===== config.mk =====
export PLATFORM = sky130hd
export DESIGN_NAME = i2c_gc_slave
export DESIGN_NICKNAME = d
export VERILOG_FILES = /design/src/rtl/i2c_gc_pkg.sv /design/src/rtl/i2c_gc_sync.sv /design/src/rtl/i2c_gc_engine.sv /design/src/rtl/i2c_gc_regs.sv /design/src/rtl/i2c_gc_slave.sv
export SDC_FILE = /design/constraint.sdc
export NUM_CORES = 1
export LEC_CHECK = 0
export CORE_AREA = 5 5 79 100
export CTS_CLUSTER_DIAMETER = 60
export DETAILED_ROUTE_END_ITERATION = 8
export DIE_AREA = 0 0 84 105
export GPL_TIMING_DRIVEN = 0
export HOLD_SLACK_MARGIN = 0.05
export PLACE_DENSITY = 0.65
export SYNTH_ARGS = -nofsm -noshare
export SYNTH_HDL_FRONTEND = slang
export SYNTH_HIERARCHICAL = 1
export SYNTH_SLANG_ARGS = --single-unit

===== constraint.sdc =====
create_clock -name clk -period 2.7 [get_ports clk]
set_input_delay 0.81 -clock clk [delete_from_list [all_inputs] [get_ports clk]]
set_output_delay 0.81 -clock clk [all_outputs]
set_load 0.02 [all_outputs]

===== src/rtl/i2c_gc_pkg.sv =====
package i2c_gc_pkg;
  parameter int unsigned I2C_ADDR_W = 7;
  parameter int unsigned I2C_BYTE_W = 8;
  parameter int unsigned HOST_SEL_W = 2;

  typedef enum logic [2:0] {
    ST_IDLE,  // bus free or not yet started
    ST_ADDR,  // shifting in address + direction
    ST_AACK,  // driving address acknowledge
    ST_RX,    // shifting in a data byte
    ST_RACK,  // driving data acknowledge
    ST_TX,    // shifting out a data byte
    ST_TACK,  // master acknowledge slot
    ST_SKIP   // released until next START
  } eng_state_t;

  // bits [7:1] of an address byte against the programmed address
  function automatic logic addr_is_own(input logic [I2C_BYTE_W-1:0] b,
                                       input logic [I2C_ADDR_W-1:0] own);
    return b[I2C_BYTE_W-1:1] == own;
  endfunction

  // general call: all-zero address with write direction
  function automatic logic addr_is_gcall(input logic [I2C_BYTE_W-1:0] b);
    return b == '0;
  endfunction
endpackage


===== src/rtl/i2c_gc_sync.sv =====
module i2c_gc_sync #(
  parameter int unsigned STAGES = 2
) (
  input  logic clk,
  input  logic rst_n,
  input  logic scl_i,
  input  logic sda_i,
  output logic scl_s,
  output logic sda_s,
  output logic scl_rise,
  output logic scl_fall,
  output logic start_ev,
  output logic stop_ev
);
  localparam int unsigned LINES = 2;

  logic [LINES-1:0] raw;
  logic [LINES-1:0] tap;
  logic [LINES-1:0] prev;

  assign raw = {scl_i, sda_i};

  for (genvar g = 0; g < LINES; g++) begin : g_line
    logic [STAGES-1:0] chain;
    always_ff @(posedge clk or negedge rst_n) begin
      if (!rst_n) chain <= '1;
      else        chain <= {chain[STAGES-2:0], raw[g]};
    end
    assign tap[g] = chain[STAGES-1];
  end

  always_ff @(posedge clk or negedge rst_n) begin
    if (!rst_n) prev <= '1;
    else        prev <= tap;
  end

  assign scl_s    = tap[1];
  assign sda_s    = tap[0];
  assign scl_rise =  tap[1] & ~prev[1];
  assign scl_fall = ~tap[1] &  prev[1];
  assign start_ev =  tap[1] &  prev[1] &  prev[0] & ~tap[0];
  assign stop_ev  =  tap[1] &  prev[1] & ~prev[0] &  tap[0];
endmodule


===== src/rtl/i2c_gc_engine.sv =====
module i2c_gc_engine
  import i2c_gc_pkg::*;
(
  input  logic                  clk,
  input  logic                  rst_n,
  input  logic                  scl_s,
  input  logic                  sda_s,
  input  logic                  scl_rise,
  input  logic                  scl_fall,
  input  logic                  start_ev,
  input  logic                  stop_ev,
  input  logic [I2C_ADDR_W-1:0] own_addr,
  input  logic [I2C_BYTE_W-1:0] tx_byte,
  output logic                  sda_oe,
  output logic                  selected,
  output logic                  ev_match,
  output logic                  m_own,
  output logic                  m_gc,
  output logic                  dir_rd,
  output logic                  ev_rx,
  output logic [I2C_BYTE_W-1:0] rx_byte,
  output logic                  ev_tack,
  output logic                  ack_seen,
  output logic                  ev_stop,
  output logic                  ev_rs
);
  localparam int unsigned CNT_W = $clog2(I2C_BYTE_W + 1);
  localparam logic [CNT_W-1:0] CNT_FULL = CNT_W'(I2C_BYTE_W);

  eng_state_t            state;
  logic [CNT_W-1:0]      bit_cnt;
  logic [I2C_BYTE_W-1:0] sh;
  logic                  hit_own, hit_gc;

  assign hit_own = addr_is_own(sh, own_addr);
  assign hit_gc  = addr_is_gcall(sh);
  assign rx_byte = sh;

  always_ff @(posedge clk or negedge rst_n) begin
    if (!rst_n) begin
      state    <= ST_IDLE;
      bit_cnt  <= '0;
      sh       <= '0;
      sda_oe   <= 1'b0;
      selected <= 1'b0;
      ev_match <= 1'b0;
      m_own    <= 1'b0;
      m_gc     <= 1'b0;
      dir_rd   <= 1'b0;
      ev_rx    <= 1'b0;
      ev_tack  <= 1'b0;
      ack_seen <= 1'b0;
      ev_stop  <= 1'b0;
      ev_rs    <= 1'b0;
    end else begin
      ev_match <= 1'b0;
      ev_rx    <= 1'b0;
      ev_tack  <= 1'b0;
      ev_stop  <= 1'b0;
      ev_rs    <= 1'b0;
      if (start_ev) begin
        ev_rs    <= selected;
        state    <= ST_ADDR;
        bit_cnt  <= '0;
        sda_oe   <= 1'b0;
        selected <= 1'b0;
      end else if (stop_ev) begin
        ev_stop  <= selected;
        state    <= ST_IDLE;
        sda_oe   <= 1'b0;
        selected <= 1'b0;
      end else begin
        unique case (state)
          ST_ADDR: begin
            if (scl_rise && bit_cnt < CNT_FULL) begin
              sh      <= {sh[I2C_BYTE_W-2:0], sda_s};
              bit_cnt <= bit_cnt + 1'b1;
            end else if (scl_fall && bit_cnt == CNT_FULL) begin
              if (hit_own || hit_gc) begin
                state    <= ST_AACK;
                sda_oe   <= 1'b1;
                selected <= 1'b1;
                ev_match <= 1'b1;
                m_own    <= hit_own;
                m_gc     <= hit_gc;
                dir_rd   <= sh[0];
              end else begin
                state <= ST_SKIP;
              end
            end
          end
          ST_AACK: begin
            if (scl_fall) begin
              bit_cnt <= '0;
              if (dir_rd) begin
                state  <= ST_TX;
                sh     <= tx_byte;
                sda_oe <= ~tx_byte[I2C_BYTE_W-1];
              end else begin
                state  <= ST_RX;
                sda_oe <= 1'b0;
              end
            end
          end
          ST_RX: begin
            if (scl_rise && bit_cnt < CNT_FULL) begin
              sh      <= {sh[I2C_BYTE_W-2:0], sda_s};
              bit_cnt <= bit_cnt + 1'b1;
            end else if (scl_fall && bit_cnt == CNT_FULL) begin
              state  <= ST_RACK;
              sda_oe <= 1'b1;
              ev_rx  <= 1'b1;
            end
          end
          ST_RACK: begin
            if (scl_fall) begin
              state   <= ST_RX;
              sda_oe  <= 1'b0;
              bit_cnt <= '0;
            end
          end
          ST_TX: begin
            if (scl_rise && bit_cnt < CNT_FULL) begin
              bit_cnt <= bit_cnt + 1'b1;
            end else if (scl_fall) begin
              if (bit_cnt == CNT_FULL) begin
                state  <= ST_TACK;
                sda_oe <= 1'b0;
              end else begin
                sh     <= sh << 1;
                sda_oe <= ~sh[I2C_BYTE_W-2];
              end
            end
          end
          ST_TACK: begin
            if (scl_rise) begin
              ack_seen <= ~sda_s;
              ev_tack  <= 1'b1;
            end else if (scl_fall) begin
              if (ack_seen) begin
                state   <= ST_TX;
                bit_cnt <= '0;
                sh      <= tx_byte;
                sda_oe  <= ~tx_byte[I2C_BYTE_W-1];
              end else begin
                state  <= ST_SKIP;
                sda_oe <= 1'b0;
              end
            end
          end
          default: sda_oe <= 1'b0;
        endcase
      end
    end
  end

  // the data line is pulled low only after an SCL falling edge
  a_r6_drive_after_fall: assert property (@(posedge clk) disable iff (!rst_n)
    $rose(sda_oe) |-> $past(scl_fall));
  // release comes from an SCL fall or a bus condition
  a_r6_release_cause: assert property (@(posedge clk) disable iff (!rst_n)
    $fell(sda_oe) |-> $past(scl_fall || start_ev || stop_ev));
  // no output change across a sustained SCL high phase
  a_r6_stable_high: assert property (@(posedge clk) disable iff (!rst_n)
    (scl_s && $past(scl_s) && !$past(start_ev || stop_ev)) |-> $stable(sda_oe));
  // a START restarts the bit count
  a_r1_start_clears_count: assert property (@(posedge clk) disable iff (!rst_n)
    start_ev |=> (bit_cnt == '0));
  // never more than one byte's worth of bits counted
  a_r2_count_bound: assert property (@(posedge clk) disable iff (!rst_n)
    bit_cnt <= CNT_FULL);
endmodule


===== src/rtl/i2c_gc_regs.sv =====
module i2c_gc_regs
  import i2c_gc_pkg::*;
#(
  parameter logic [I2C_ADDR_W-1:0] RESET_ADDR = 7'h2A
) (
  input  logic                  clk,
  input  logic                  rst_n,
  input  logic                  host_we,
  input  logic [HOST_SEL_W-1:0] host_sel,
  input  logic [I2C_BYTE_W-1:0] host_wdata,
  output logic [I2C_BYTE_W-1:0] host_rdata,
  output logic                  irq,
  output logic [I2C_ADDR_W-1:0] own_addr,
  output logic [I2C_BYTE_W-1:0] tx_byte,
  input  logic                  selected,
  input  logic                  ev_match,
  input  logic                  m_own,
  input  logic                  m_gc,
  input  logic                  dir_rd,
  input  logic                  ev_rx,
  input  logic [I2C_BYTE_W-1:0] rx_byte,
  input  logic                  ev_tack,
  input  logic                  ack_seen,
  input  logic                  ev_stop,
  input  logic                  ev_rs
);
  localparam logic [HOST_SEL_W-1:0] SEL_ADDR = 2'd0;
  localparam logic [HOST_SEL_W-1:0] SEL_DATA = 2'd1;
  localparam logic [HOST_SEL_W-1:0] SEL_STAT = 2'd2;

  logic [I2C_BYTE_W-1:0] rx_q;
  logic st_own, st_gc, st_dir, st_ack, st_stop, st_rs;
  logic clr, any_ev;

  assign clr    = host_we && (host_sel == SEL_STAT);
  assign any_ev = ev_match | ev_rx | ev_tack | ev_stop | ev_rs;

  always_ff @(posedge clk or negedge rst_n) begin
    if (!rst_n) begin
      own_addr <= RESET_ADDR;
      tx_byte  <= '0;
      rx_q     <= '0;
      {st_own, st_gc, st_dir, st_ack, st_stop, st_rs} <= '0;
      irq      <= 1'b0;
    end else begin
      if (host_we && host_sel == SEL_ADDR) own_addr <= host_wdata[I2C_ADDR_W-1:0];
      if (host_we && host_sel == SEL_DATA) tx_byte  <= host_wdata;
      if (clr) begin
        irq     <= 1'b0;
        st_stop <= 1'b0;
        st_rs   <= 1'b0;
      end
      if (ev_match) begin
        st_own <= m_own;
        st_gc  <= m_gc;
        st_dir <= dir_rd;
      end
      if (ev_rx)   rx_q    <= rx_byte;
      if (ev_tack) st_ack  <= ack_seen;
      if (ev_stop) st_stop <= 1'b1;
      if (ev_rs)   st_rs   <= 1'b1;
      if (any_ev)  irq     <= 1'b1;
    end
  end

  always_comb begin
    unique case (host_sel)
      SEL_ADDR: host_rdata = {1'b0, own_addr};
      SEL_DATA: host_rdata = rx_q;
      SEL_STAT: host_rdata = {irq, selected, st_rs, st_stop, st_ack, st_dir, st_gc, st_own};
      default:  host_rdata = '0;
    endcase
  end

  // the interrupt holds until the host clears it
  a_r10_irq_sticky: assert property (@(posedge clk) disable iff (!rst_n)
    (irq && !clr) |=> irq);
  // the interrupt only rises because of a bus event
  a_r10_irq_cause: assert property (@(posedge clk) disable iff (!rst_n)
    $rose(irq) |-> $past(any_ev));
endmodule


===== src/rtl/i2c_gc_slave.sv =====
module i2c_gc_slave
  import i2c_gc_pkg::*;
#(
  parameter logic [I2C_ADDR_W-1:0] RESET_ADDR  = 7'h2A,
  parameter int unsigned           SYNC_STAGES = 2
) (
  input  logic                  clk,
  input  logic                  rst_n,
  input  logic                  scl_i,
  input  logic                  sda_i,
  output logic                  sda_oe,
  input  logic                  host_we,
  input  logic [HOST_SEL_W-1:0] host_sel,
  input  logic [I2C_BYTE_W-1:0] host_wdata,
  output logic [I2C_BYTE_W-1:0] host_rdata,
  output logic                  irq
);
  logic scl_s, sda_s, scl_rise, scl_fall, start_ev, stop_ev;
  logic [I2C_ADDR_W-1:0] own_addr;
  logic [I2C_BYTE_W-1:0] tx_byte, rx_byte;
  logic selected, ev_match, m_own, m_gc, dir_rd, ev_rx, ev_tack, ack_seen, ev_stop, ev_rs;

  i2c_gc_sync #(.STAGES(SYNC_STAGES)) u_sync (
    .clk(clk), .rst_n(rst_n), .scl_i(scl_i), .sda_i(sda_i),
    .scl_s(scl_s), .sda_s(sda_s), .scl_rise(scl_rise), .scl_fall(scl_fall),
    .start_ev(start_ev), .stop_ev(stop_ev)
  );

  i2c_gc_engine u_engine (
    .clk(clk), .rst_n(rst_n), .scl_s(scl_s), .sda_s(sda_s),
    .scl_rise(scl_rise), .scl_fall(scl_fall), .start_ev(start_ev), .stop_ev(stop_ev),
    .own_addr(own_addr), .tx_byte(tx_byte), .sda_oe(sda_oe), .selected(selected),
    .ev_match(ev_match), .m_own(m_own), .m_gc(m_gc), .dir_rd(dir_rd),
    .ev_rx(ev_rx), .rx_byte(rx_byte), .ev_tack(ev_tack), .ack_seen(ack_seen),
    .ev_stop(ev_stop), .ev_rs(ev_rs)
  );

  i2c_gc_regs #(.RESET_ADDR(RESET_ADDR)) u_regs (
    .clk(clk), .rst_n(rst_n), .host_we(host_we), .host_sel(host_sel),
    .host_wdata(host_wdata), .host_rdata(host_rdata), .irq(irq),
    .own_addr(own_addr), .tx_byte(tx_byte), .selected(selected),
    .ev_match(ev_match), .m_own(m_own), .m_gc(m_gc), .dir_rd(dir_rd),
    .ev_rx(ev_rx), .rx_byte(rx_byte), .ev_tack(ev_tack), .ack_seen(ack_seen),
    .ev_stop(ev_stop), .ev_rs(ev_rs)
  );
endmodule


==> results of run 1 <==
==> per-stage QoR <==
step	hold WS (ns)	power [W]	setup slack [ns]	instances	TNS (ns)
after floorplan	0.345	0.00166	0.287	262	0
after global placement	0.346	0.00186	-1.15	376	-72.68
after detailed placement	0.348	0.00187	-1.00	377	-7.73
after CTS	0.358	0.00268	0.0590	395	0
after global routing	0.360	0.00281	0.00521	395	0
final	0.356	0.00265	0.0624	395	0
==> worst max-delay path, delay by kind of cell <==
kind	cells	cell delay, ns
AOI/OAI and AO/OA	1	0.14
buffers and inverters	4	0.77
and+or+nand+nor	1	0.10
==> synth_stat cells (2+ instances only) <==
| master | instances |
|---|---|
| nor2_1 | 17 |
| o22a_1 | 2 |
| o21ai_0 | 6 |
| nand2b_1 | 5 |
| or4_1 | 2 |
| nand4b_1 | 2 |
| ha_1 | 2 |
| o2bb2ai_1 | 8 |
| xnor2_1 | 4 |
| dfstp_2 | 9 |
| dfrtp_1 | 53 |
| a21oi_2 | 2 |
| mux2_2 | 21 |
| a21oi_1 | 10 |
| nor3b_1 | 2 |
| nand3b_1 | 7 |
| nand2_1 | 11 |
| buf_6 | 4 |
| inv_1 | 6 |
| nand3_1 | 6 |
| buf_2 | 8 |
| and4b_1 | 2 |
| xor2_1 | 4 |
| mux2_1 | 8 |
| nor3_1 | 2 |
| a22o_1 | 3 |
| a32o_1 | 2 |
| nor2b_1 | 5 |
| mux2i_1 | 18 |
| a21o_1 | 5 |
==> area by class of cell <==
class	count	area share (%)
clock inverter	4	1.29
multi-input combinational	181	39.4
inverter	6	0.613
timing repair buffer	27	6.19
buffer	13	2.93
clock buffer	12	3.95
sequential	62	42.5
tap	90	3.06
==> logic make-up (layout without fill, tap and decap cells) <==
kind of cell	after synthesis	count (layout)	share of synthesized area [%]
xor gates and xnor gates	8	8	2.24
DFF	62	62	50.0
AOI/OAI and AO/OA	52	52	12.9
and+or+nand+nor	72	72	14.3
buffers and inverters	19	62	3.56
muxes	47	47	16.2
adders and majority gates	2	2	0.801
==> routing by layer <==
layer,track usage [%],vias up,part of all wire (%)
met5,0,-,0
met4,10.5,0,2.6
met3,2.60,17,2.7
met2,27.7,50,52
met1,20.6,1104,43
li1,-,1039,-
==> flip-flops by register name, indices dropped and copies added, names as in the netlist, 2 cells and up <==
register             count
u_engine/rx_byte         8
u_regs/rx_q              8
u_regs/tx_byte           8
u_regs/own_addr          7
u_engine/bit_cnt         4
u_sync/g_line.chain      4
u_engine/state           3
u_sync/prev              2
==> repair_timing <==
| item | CTS | global route |
|---|---|---|
| setup endpoints to repair | 8 | 0 |
| resized for setup | 41 | 0 |
| buffers inserted | 1 | 0 |
==> report_power, final <==
part           internal, W  switching, W
Sequential         0.00108      0.000177
Clock             0.000449      0.000353
Combinational     0.000294      0.000303
==> how the worst max path moves through the flow <==
stage	from	cells past startpoint	slack, ns	to
floorplan	host_sel[0]	4	0.29	host_rdata[0]
global placement	rst_n	1	-1.15	u_regs/irq
detailed placement	host_sel[0]	6	-1.00	host_rdata[6]
CTS	host_sel[1]	6	0.06	host_rdata[6]
global route	host_sel[1]	6	0.005	host_rdata[6]
finish	host_sel[1]	6	0.06	host_rdata[6]
==> run metrics, run 1 <==
I/O pin count=25; # setup viols final=0; skew final=0.0119 ns; Power Dens Cells=722 mW/mm2; Register-to-Register Path Depth=8; Rows=34; Multi-input gate area=0.00145 mm2; Mean Syn Cell Area=11.9 um2; PortBufs=24; Post-CTS Hold Buffers=0; first-pass GRT wire length=11.6 mm; total number of vias=2,210; most frequent cells in the layout=53 x dfrtp_1, 21 x mux2_2, 18 x mux2i_1, 17 x nor2_1, 15 x buf_2; area share of the largest cell type after synthesis=42.5%; Via density=5.59; final wirelength=6.79 mm; initial DRC count=153; mapped cell area=0.00312 mm2; TritonRoute pass-1 iters=4; Lkg Pwr=1.65 nW; core box area=0.00681 mm2; cells after synthesis=262; post-layout minimum cycle time=2.64 ns; Crit-path slowest cell=dlygate4sd2_1; Post-synth EDFFs=0; H-tree depth=3; RSZ-0062 raised after global routing=false; synthesis-to-finish area growth=17.7%; Post-synth top flop=dfrtp_1; vias in the first global route=2,282; DP Area=0.00349 mm2; Detailed Place HPWL=4.85 mm; CP Data Required Time=1.89 ns; CP Launch Type=input pin; CP Data Arrival Time=1.83 ns; largest net degree at the start of global routing=42; Slew Limit Fails=0; Yosys reg bits=62; Nets=317; reg2reg end=u_engine/rx_byte[6]; clock sink count=62; post-layout util=54.0%; total CTS buffers=9; FFs w/ async S/R, synth=100%; layout cell share with drive strength beyond 1=26.9%; GR Overflow Total=0; Reg area=0.00156 mm2; Slew @ Worst Pin=0.754 ns; post-layout instance area=0.00368 mm2; CP Cell Sequence=dlygate4sd2_1, buf_6, nor2b_1, buf_4, o2bb2ai_1, buf_4; synth top area cells=dfrtp_1 42%, dfstp_2 7.6%, mux2_2 7.6%, mux2i_1 5.8%, mux2_1 2.9%; Syn. warnings=6; Worst R2R Start=u_sync/g_line[0].chain[1]; post-synthesis sequential area ratio=50.0%; Peak VDD IR=0.000494 V; Die Y=105 um; # DRC=0; Hold Path Stages=0; Worst slew margin=49.3%; area leader, netlist=dfrtp_1; Hold EP=u_sync/g_line[0].chain[1]; clock insertion delay at the later pin of the skew report=0.34 ns; Setup CP Type=input pin to output pin; crit-path max cell delay=0.28 ns; critical path fanouts, max=8; GRT Total Usage=16.8%; initial core utilization=45.9%; WL/cell=17.2 um; commonest non-fill, non-tap cell in the layout=dfrtp_1; Root Buffer=clkbuf_8; Worst Hold Class=flop to flop; Crit path top cell by count=buf_4; HP Start=u_sync/g_line[0].chain[0]; CTS tree=yes; Period Utilization, post-route=97.7%; maximum clock frequency=0.379 GHz; Final GP Congestion=0.857; Antenna diodes=0; FF-to-FF setup slack=0.25 ns; Distinct cells, synth=56; Worst-path clk slew=0.06 ns; Horiz. Die Dim=84 um; antenna violations before repair=0; Mapped Nets=279; max-capacitance violation count=0; Hold Vio Cnt, Final=0; ANT nets after route=0; fillers=623; clock tree buffer depth=2; die area=0.00882 mm2; status=finished clean; Critical Path End Type=output pin
(Power assumes the default switching activity.)
==> inputs of run 2 (changes only) <==
SLEW_MARGIN = 10   (was not set)
==> run 2 against run 1 <==
  * Maximum frequency about the same
  * Routed wire length is 2.0% higher
  * Sequential share of layout area barely moved
  * Clock skew down 0.0016 ns
  * Sequential cell count did not move
  * Worst hold slack better by 0.00065 ns
  * Global-route usage about the same
  * Largest power group unchanged
  * Register-to-register slack about the same
  * Clock-buffer cell count is 1 higher
==> run metrics, run 2 (same netlist as run 1, synthesis figures left out) <==
status=finished clean; Period Utilization, post-route=97.7% (about the same); WL/cell=17.6 um (+2.2%); antenna violations before repair=0 (unchanged); total number of vias=2,180 (-1.4%); RSZ-0062 raised after global routing=false; clock insertion delay at the later pin of the skew report=0.33 ns (about the same); Gate power share=22.1% (-0.4 points); GR Overflow Total=0 (unchanged); clock tree buffer depth=2 (unchanged); total CTS buffers=9 (unchanged); Power Dens Cells=735 mW/mm2 (+1.8%); Antenna diodes=0 (unchanged); Nets=316 (-0.32%); initial DRC count=133 (-13%); CP Cell Sequence=dlygate4sd2_1, buf_6, nor2b_1, buf_4, o2bb2ai_1, buf_4; die area=0.00882 mm2 (unchanged); Setup CP Type=input pin to output pin; CP Data Required Time=1.89 ns (about the same); fillers=637 (+2.2%); initial core utilization=45.9% (unchanged); final wirelength=6.92 mm (+2.0%); Hold Vio Cnt, Final=0 (unchanged); GRT Total Usage=16.8% (-0.049 points); Psw=0.000835 W (+0.19%); Clk pwr share=31.4% (+1.2 points); # DRC=0 (unchanged); first-pass GRT wire length=11.5 mm (-0.54%); clock sink count=62 (unchanged); commonest non-fill, non-tap cell in the layout=dfrtp_1; Worst-path clk slew=0.07 ns (about the same); critical path fanouts, max=8 (unchanged); CTS tree=yes; Root Buffer=clkbuf_8; Worst Hold Class=flop to flop; Horiz. Die Dim=84 um (unchanged); Worst slew margin=49.4% (about the same); TritonRoute pass-1 iters=4 (unchanged); Slew @ Worst Pin=0.760 ns (+0.00578 ns); maximum clock frequency=0.379 GHz (about the same); Sw Ratio=30.9% (-0.54 points); DP Area=0.00347 mm2 (-0.50%); CP Launch Type=input pin; Die Y=105 um (unchanged); Lkg Pwr=1.65 nW (about the same); FF-to-FF setup slack=0.25 ns (about the same); Seq pwr share=46.5% (-0.7 points); post-layout minimum cycle time=2.64 ns (+0.000310 ns); crit-path max cell delay=0.28 ns (about the same); Total Power=0.00270 W (+1.9%); internal power=0.00187 W (+2.8%); CP Data Arrival Time=1.83 ns (about the same); # setup viols final=0 (unchanged); PortBufs=24 (unchanged); Crit-path slowest cell=dlygate4sd2_1; Crit path top cell by count=buf_4; Rows=34 (unchanged); Via density=5.53 (-1.1%); core box area=0.00681 mm2 (unchanged); skew final=0.0104 ns (-0.00156 ns); post-layout instance area=0.00368 mm2 (+0.10%); Slew Limit Fails=0 (unchanged); largest net degree at the start of global routing=63 (+50%); Final GP Congestion=0.857 (unchanged); Critical Path End Type=output pin; synthesis-to-finish area growth=17.8%; Detailed Place HPWL=4.82 mm (-0.60%); max-capacitance violation count=0 (unchanged); vias in the first global route=2,231 (-2.2%); ANT nets after route=0 (unchanged); I/O pin count=25 (unchanged); most frequent cells in the layout=53 x dfrtp_1, 21 x mux2_2, 18 x mux2i_1, 17 x nor2_1; Peak VDD IR=0.000591 V (+20%); layout cell share with drive strength beyond 1=27.0% (+0.088 points); H-tree depth=3 (unchanged)
run 2: cell count changes in the layout (fill, tap and decap cells not counted):
cell and change:
clkinv_2 -1, clkbuf_1 -1, buf_2 -2, buf_12 -1
buf_4 +2, clkbuf_8 +2
run 2: worst paths after layout:
path,startpoint,endpoint,cells past startpoint
worst min-delay path,u_sync/g_line[0].chain[0],u_sync/g_line[0].chain[1],0
max in group asynchronous,rst_n,u_regs/rx_q[7],1
worst max register to register,u_sync/g_line[0].chain[1],u_engine/rx_byte[6],8
worst max-delay path,host_sel[1],host_rdata[6],6
worst min register to register,u_sync/g_line[0].chain[0],u_sync/g_line[0].chain[1],0
min in group asynchronous,rst_n,u_engine/rx_byte[5],1
run 2: per-stage QoR:
stage                     cells  worst slack [ns]  hold WS [ns]  TNS, ns  utilization, %
after floorplan             262             0.287         0.345        0               -
after global placement      376             -1.15         0.346   -72.68            51.1
after detailed placement    376             -1.00         0.348    -7.73            51.0
after CTS                   394            0.0574         0.358        0            54.0
after global routing        394           0.00118         0.360        0            54.1
final                       394            0.0621         0.356        0            54.1
run 2: area by class of cell:
cell class,instances,area (um2),share of cell area [%]
plain buffers,13,108,2.92
well taps,90,113,3.06
clock inverters,3,42.5,1.16
clock buffers,13,169,4.59
multi-input cells,181,1450,39.4
inverters,6,22.5,0.612
repair buffers,26,213,5.78
flip-flops and latches,62,1560,42.5
run 2: metal layers:
layer | wire, um | global-route usage (%) | part of all wire, % | vias up
li1 | - | - | - | 1039
met1 | 3160 | 20.8 | 46 | 1101
met2 | 3500 | 27.9 | 51 | 29
met3 | 160 | 3.54 | 2.3 | 11
met4 | 104 | 7.82 | 1.5 | 0
met5 | 0 | 0 | 0 | -
run 2: critical path: cells and delay by family:
family                 cells  cell delay, ns
AOI/OAI and AO/OA          1            0.14
buffers and inverters      4            0.77
and+or+nand+nor            1            0.10
run 2: power groups by stage:
stage	Clock [W]	Sequential [W]	Combinational [W]
after CTS	0.000873	0.00126	0.000598
final	0.000849	0.00126	0.000598
after global routing	0.000925	0.00128	0.000665
after detailed placement	0	0.00128	0.000598
after floorplan	0	0.00121	0.000451
after global placement	0	0.00127	0.000588
run 2: repair_timing:
action                                  CTS  global route
resized for setup                        41             1
hold buffers                              0             0
cloned                                    1             0
endpoints found under the setup margin    8             1
setup buffers                             1             0
